## src/rtl/ctlser_pkg.sv

```systemverilog
package ctlser_pkg;

    localparam int SLOT_W   = 4;                       // stream field width
    localparam int STREAMS  = 1 << SLOT_W;
    localparam int CH_W0    = 5;                       // channel width at lowest rate
    localparam int MAX_RATE = 2;                       // highest legal rate code
    localparam int POS_W    = SLOT_W + CH_W0 + MAX_RATE;
    localparam int ADDR_W   = POS_W;
    localparam int LEAD     = 2;                       // fetch lead: RAM + output reg

    typedef enum logic [1:0] {
        RATE_LO  = 2'd0,
        RATE_MID = 2'd1,
        RATE_HI  = 2'd2,
        RATE_RSV = 2'd3
    } rate_e;

    typedef struct packed {
        logic [POS_W-SLOT_W-1:0] period;   // channel period index
        logic [SLOT_W-1:0]       stream;   // slot within the period
    } pos_t;

    function automatic rate_e legal_rate(input logic [1:0] code);
        return (code == 2'd3) ? RATE_HI : rate_e'(code);
    endfunction

    function automatic logic [POS_W-1:0] chan_mask(input rate_e r);
        return POS_W'((32'd1 << (CH_W0 + int'(r))) - 32'd1);
    endfunction

    function automatic logic [POS_W-1:0] last_pos(input rate_e r);
        return POS_W'((32'd1 << (SLOT_W + CH_W0 + int'(r))) - 32'd1);
    endfunction

    function automatic logic [ADDR_W-1:0] pack_addr(input logic [SLOT_W-1:0] s,
                                                    input logic [POS_W-1:0]  ch,
                                                    input rate_e             r);
        logic [ADDR_W-1:0] wide;
        wide = ADDR_W'(s);
        return (wide << (CH_W0 + int'(r))) | (ch & chan_mask(r));
    endfunction

    function automatic logic [SLOT_W-1:0] addr_stream(input logic [ADDR_W-1:0] a,
                                                      input rate_e             r);
        return SLOT_W'(a >> (CH_W0 + int'(r)));
    endfunction

    function automatic logic [POS_W-1:0] addr_chan(input logic [ADDR_W-1:0] a,
                                                   input rate_e             r);
        return a & chan_mask(r);
    endfunction

endpackage

```

## src/rtl/ctlser_frame_ctr.sv

```systemverilog
module ctlser_frame_ctr
    import ctlser_pkg::*;
(
    input  logic             clk,
    input  logic             rst,
    input  logic             fp_i,
    input  logic [1:0]       rate_i,
    output logic [POS_W-1:0] fcnt,
    output rate_e            rate_q
);
    // fcnt is the fetch position, LEAD clocks ahead of the frame position
    always_ff @(posedge clk) begin
        if (rst) begin
            fcnt   <= '0;
            rate_q <= RATE_LO;
        end else if (fp_i) begin
            fcnt   <= POS_W'(LEAD);
            rate_q <= legal_rate(rate_i);
        end else if (fcnt == last_pos(rate_q)) begin
            fcnt   <= '0;
        end else begin
            fcnt   <= fcnt + 1'b1;
        end
    end
endmodule

```

## src/rtl/ctlser_addr_map.sv

```systemverilog
module ctlser_addr_map
    import ctlser_pkg::*;
(
    input  logic [POS_W-1:0]  fcnt,
    input  rate_e             rate_q,
    output logic [ADDR_W-1:0] rd_addr
);
    pos_t             pos;
    logic [POS_W-1:0] next_ch;

    always_comb begin
        pos     = pos_t'(fcnt);
        // one channel ahead, wrapping at the channel count of the rate
        next_ch = (POS_W'(pos.period) + 1'b1) & chan_mask(rate_q);
        rd_addr = pack_addr(pos.stream, next_ch, rate_q);
    end
endmodule

```

## src/rtl/ctlser_out_stage.sv

```systemverilog
module ctlser_out_stage (
    input  logic clk,
    input  logic rst,
    input  logic bit_i,
    output logic bit_o
);
    always_ff @(posedge clk) begin
        if (rst) bit_o <= 1'b0;
        else     bit_o <= bit_i;
    end
endmodule

```

## src/rtl/ctl_bit_serializer.sv

```systemverilog
module ctl_bit_serializer
    import ctlser_pkg::*;
(
    input  logic              clk,
    input  logic              rst,
    input  logic              fp_i,
    input  logic [1:0]        rate_i,
    output logic [ADDR_W-1:0] rd_addr_o,
    input  logic              rd_data_i,
    output logic              ctl_o
);
    logic [POS_W-1:0] fcnt;
    rate_e            rate_q;

    ctlser_frame_ctr u_ctr (
        .clk    (clk),
        .rst    (rst),
        .fp_i   (fp_i),
        .rate_i (rate_i),
        .fcnt   (fcnt),
        .rate_q (rate_q)
    );

    ctlser_addr_map u_map (
        .fcnt    (fcnt),
        .rate_q  (rate_q),
        .rd_addr (rd_addr_o)
    );

    ctlser_out_stage u_out (
        .clk   (clk),
        .rst   (rst),
        .bit_i (rd_data_i),
        .bit_o (ctl_o)
    );
endmodule

```

## config.mk

```make
export PLATFORM = sky130hd
export DESIGN_NAME = ctl_bit_serializer
export DESIGN_NICKNAME = d
export VERILOG_FILES = /design/src/rtl/ctlser_pkg.sv /design/src/rtl/ctlser_frame_ctr.sv /design/src/rtl/ctlser_addr_map.sv /design/src/rtl/ctlser_out_stage.sv /design/src/rtl/ctl_bit_serializer.sv
export SDC_FILE = /design/constraint.sdc
export NUM_CORES = 1
export LEC_CHECK = 0
export ABC_AREA = 1
export CAP_MARGIN = 20
export CORE_MARGIN = 10
export CORE_UTILIZATION = 25
export CTS_CLUSTER_SIZE = 24
export DETAILED_ROUTE_END_ITERATION = 8
export GPL_ROUTABILITY_DRIVEN = 0
export GPL_TIMING_DRIVEN = 1
export SYNTH_ARGS = -nofsm -noshare
export SYNTH_HDL_FRONTEND = slang
export SYNTH_SLANG_ARGS = --single-unit
```

## constraint.sdc

```tcl
create_clock -name clk -period 2.2 [get_ports clk]
set_input_delay 0.66 -clock clk [delete_from_list [all_inputs] [get_ports clk]]
set_output_delay 0.66 -clock clk [all_outputs]
set_load 0.02 [all_outputs]
```

==> results.sh <==
export IMPL_worst_hold_startpoint="u_ctr.fcnt[0]$_SDFF_PP0_"
export IMPL_min_path_type="reg2reg"
export IMPL_p_per_area_nw_per_um2=447
export IMPL_hold_violations=0
export IMPL_combinationalPowerShare=0.239
export IMPL_min_to="u_ctr.fcnt[0]$_SDFF_PP0_"
export IMPL_finalSetupTns_ns=0
export IMPL_rows=22
export IMPL_placedCellCount=223
export IMPL_synth_seq_cells=14
export IMPL_p_int_uw=500
export IMPL_design_die_area_um2=6630
export IMPL_setup_ws_ns=0.0516
export IMPL_fin_crit_sh=0.977
export IMPL_slew_viol_final=0
export IMPL_clk_latency_ns=0.25
export IMPL_critPathCaptureType="primary output"
export IMPL_grt_use_met2=0.133
export IMPL_post_cts_buffers=0
export IMPL_yosys_cell_count_top_type="nand2_1"
export IMPL_fin_nets=194
export IMPL_first_global_vias=1007
export IMPL_port_buffer_count=17
export IMPL_rsz0062_at_grt="true"
export IMPL_cts_max_path_buffers=2
export IMPL_cts_hold_buf=0
export IMPL_post_place_ws_ns=-0.292
export IMPL_power_frac_seq=0.383
export IMPL_worstMarginPinSlew_ns=0.229
export IMPL_htree_levels=1
export IMPL_antenna_found_initial=0
export IMPL_area_growth_pct=62.9
export IMPL_routedWlPerCell_um=10.9
export IMPL_synth_nets=147
export IMPL_r2r_start="u_ctr.rate_q[0]$_SDFFE_PP0P_"
export IMPL_r2r_slack_ns=0.67
export IMPL_numCtsBuffers=3
export IMPL_placed_area_um2=1380
export IMPL_die_w_um=81.4
export IMPL_drtIter0Drc=38
export IMPL_yosysSeqAreaShare=0.297
export IMPL_grtUsageMet3=0.0273
export IMPL_holdPathStages=2
export IMPL_achievable_frequency_ghz=0.465
export IMPL_synth_area_um2=943
export IMPL_grt_util_met1=0.0918
export IMPL_vias=956
export IMPL_grt_busiest_layer="met2"
export IMPL_cts_sinks=14
export IMPL_r2r_end="u_ctr.fcnt[4]$_SDFF_PP0_"
export IMPL_switching_share=0.271
export IMPL_die_h_um=81.4
export IMPL_grt_total_usage=0.0792
export IMPL_p_leak_nw=0.693
export IMPL_drive_above_1_share=0.380
export IMPL_seq_area_um2=284
export IMPL_cts_root_buf="clkbuf_8"
export IMPL_synthCells=133
export IMPL_dpl_hpwl_um=1920
export IMPL_final_cell_count_no_fill=227
export IMPL_ys_async_sr_fraction=0
export IMPL_synth_top_area_frac=0.297
export IMPL_fin_crit_ns=2.15
export IMPL_cp_start_kind="flop"
export IMPL_clock_power_share=0.378
export IMPL_multi_input_area_um2=704
export IMPL_synth_area_leaders="dfxtp_1, nand2_1, ha_1"
export IMPL_routed_wl_um=2470
export IMPL_critPathKind="reg2out"
export IMPL_grt_pass1_wl_um=4260
export IMPL_synth_cells_most_frequent="nand2_1, inv_1, nor2_1"
export IMPL_synth_distinct_cells=22
export IMPL_cp_data_required_time_ns=1.54
export IMPL_avgSynthCellArea_um2=7.09
export IMPL_arrival_ns=1.49
export IMPL_clock_skew_ns=0.00344
export IMPL_grt_max_degree=11
export IMPL_yosysTopAreaCell="dfxtp_1"
export IMPL_n_fill_cell=371
export IMPL_crit_fanout=7
export IMPL_whs_ns=0.518
export IMPL_postRouteAntennaNets=0
export IMPL_core_area_um2=3660
export IMPL_setup_viol=0
export IMPL_num_antenna_cells=0
export IMPL_dr_pass1_iters=4
export IMPL_outcome="complete, no violations"
export IMPL_synth_edf_count=0
export IMPL_yosys_warnings=0
export IMPL_p_switching_uw=186
export IMPL_stdcell_area_um2=1540
export IMPL_cts_tree="done"
export IMPL_synth_main_ff_cell="dfxtp_1"
export IMPL_route_detailed_drc=0
export IMPL_pin_count=18
export IMPL_r2r_cells=11
export IMPL_path_clk_slew_ns=0.07
export IMPL_via_per_inst=4.21
export IMPL_vdd_drop_max_mv=0.232
export IMPL_maxCapViolCount=0
export IMPL_start_util=0.258
export IMPL_max_slew_margin=0.847
export IMPL_overflow=0
[layer usage]
metal,vias to the layer above,wire length (µm)
met5,-,0
met4,0,17
met3,4,145
met2,16,1230
met1,422,1080
li1,514,-
[how the worst max path moves through the flow]
| stage | startpoint | endpoint | cells past startpoint |
|---|---|---|---|
| final | u_ctr.rate_q[0]$_SDFFE_PP0P_ | rd_addr_o[6] | 7 |
| after global placement | u_ctr.rate_q[0]$_SDFFE_PP0P_ | rd_addr_o[5] | 5 |
| after global routing | u_ctr.rate_q[0]$_SDFFE_PP0P_ | rd_addr_o[6] | 7 |
| after floorplan | u_ctr.rate_q[0]$_SDFFE_PP0P_ | rd_addr_o[8] | 5 |
| after detailed placement | u_ctr.rate_q[0]$_SDFFE_PP0P_ | rd_addr_o[5] | 5 |
| after CTS | u_ctr.rate_q[0]$_SDFFE_PP0P_ | rd_addr_o[6] | 7 |
[cells by family after synthesis]
kind of cell | share of synthesized area
AO/OA/AOI/OAI | 0.0822
flip-flops | 0.297
adder cells (fa/ha/maj) | 0.106
XOR/XNOR | 0.121
AND/OR/NAND/NOR | 0.314
buffers and inverters | 0.0796
[timing repair]
| item | CTS | global route |
|---|---|---|
| endpoints found under the hold margin | 0 | 0 |
| cloned | 0 | 0 |
| endpoints found under the setup margin | 9 | 7 |
| pin swaps | 1 | 2 |
| gates resized for setup | 48 | 20 |
[flip-flops by register name, summed over array words and instances (netlist names)]
name and cells:
u_out.bit_o 1, u_ctr.fcnt 11, u_ctr.rate_q 2
[power by group through the flow]
| stage | logic (mW) | registers [mW] | clock network [mW] |
|---|---|---|---|
| after CTS | 0.147 | 0.262 | 0.269 |
| after global routing | 0.180 | 0.263 | 0.280 |
| after global placement | 0.141 | 0.267 | 0 |
| after detailed placement | 0.142 | 0.268 | 0 |
| after floorplan | 0.0703 | 0.271 | 0 |
| final | 0.164 | 0.263 | 0.260 |
[area by class of cell]
cell class              instances  area share
repair buffers                 43       0.235
well taps                      48      0.0391
multi-input cells              99       0.458
flip-flops and latches         14       0.185
clock buffers                   4      0.0358
inverters                      19      0.0464
[critical path, stage by stage (launching register included)]
cell	delay, ns
dfxtp_2	0.33
buf_6	0.13
buf_4	0.15
ha_4	0.16
xnor2_2	0.16
nand3_1	0.10
o21ai_2	0.08
buf_6	0.14
[placed cells by master, fill, tap and decap left out]
cell type,instances
ha_4,3
inv_1,17
nand2_2,2
o21ai_0,1
dfxtp_2,3
nor3_2,1
xnor2_2,1
nand3_4,1
o32ai_1,1
or2_4,1
o22ai_1,1
nor2_2,2
xor2_1,9
or2_2,3
o21ai_2,3
clkbuf_8,4
a21oi_1,2
nor3_4,1
xnor2_1,3
nand3_1,8
dfxtp_1,11
ha_1,4
ha_2,1
nand2_4,1
inv_2,2
o221ai_2,1
nand2_1,27
clkdlybuf4s50_1,8
o21ai_1,1
o22ai_2,1
buf_4,27
nor3_1,1
dlygate4sd2_1,2
nor2_4,2
buf_6,5
a211oi_2,1
buf_2,1
a21oi_2,1
nor2_1,15
[stage by stage]
step	power, mW	util
final	0.686	0.420
after global routing	0.723	0.420
after CTS	0.679	0.397
after detailed placement	0.409	0.377
after global placement	0.408	0.377
after floorplan	0.342	-
Power figures use the tool's default switching activity.
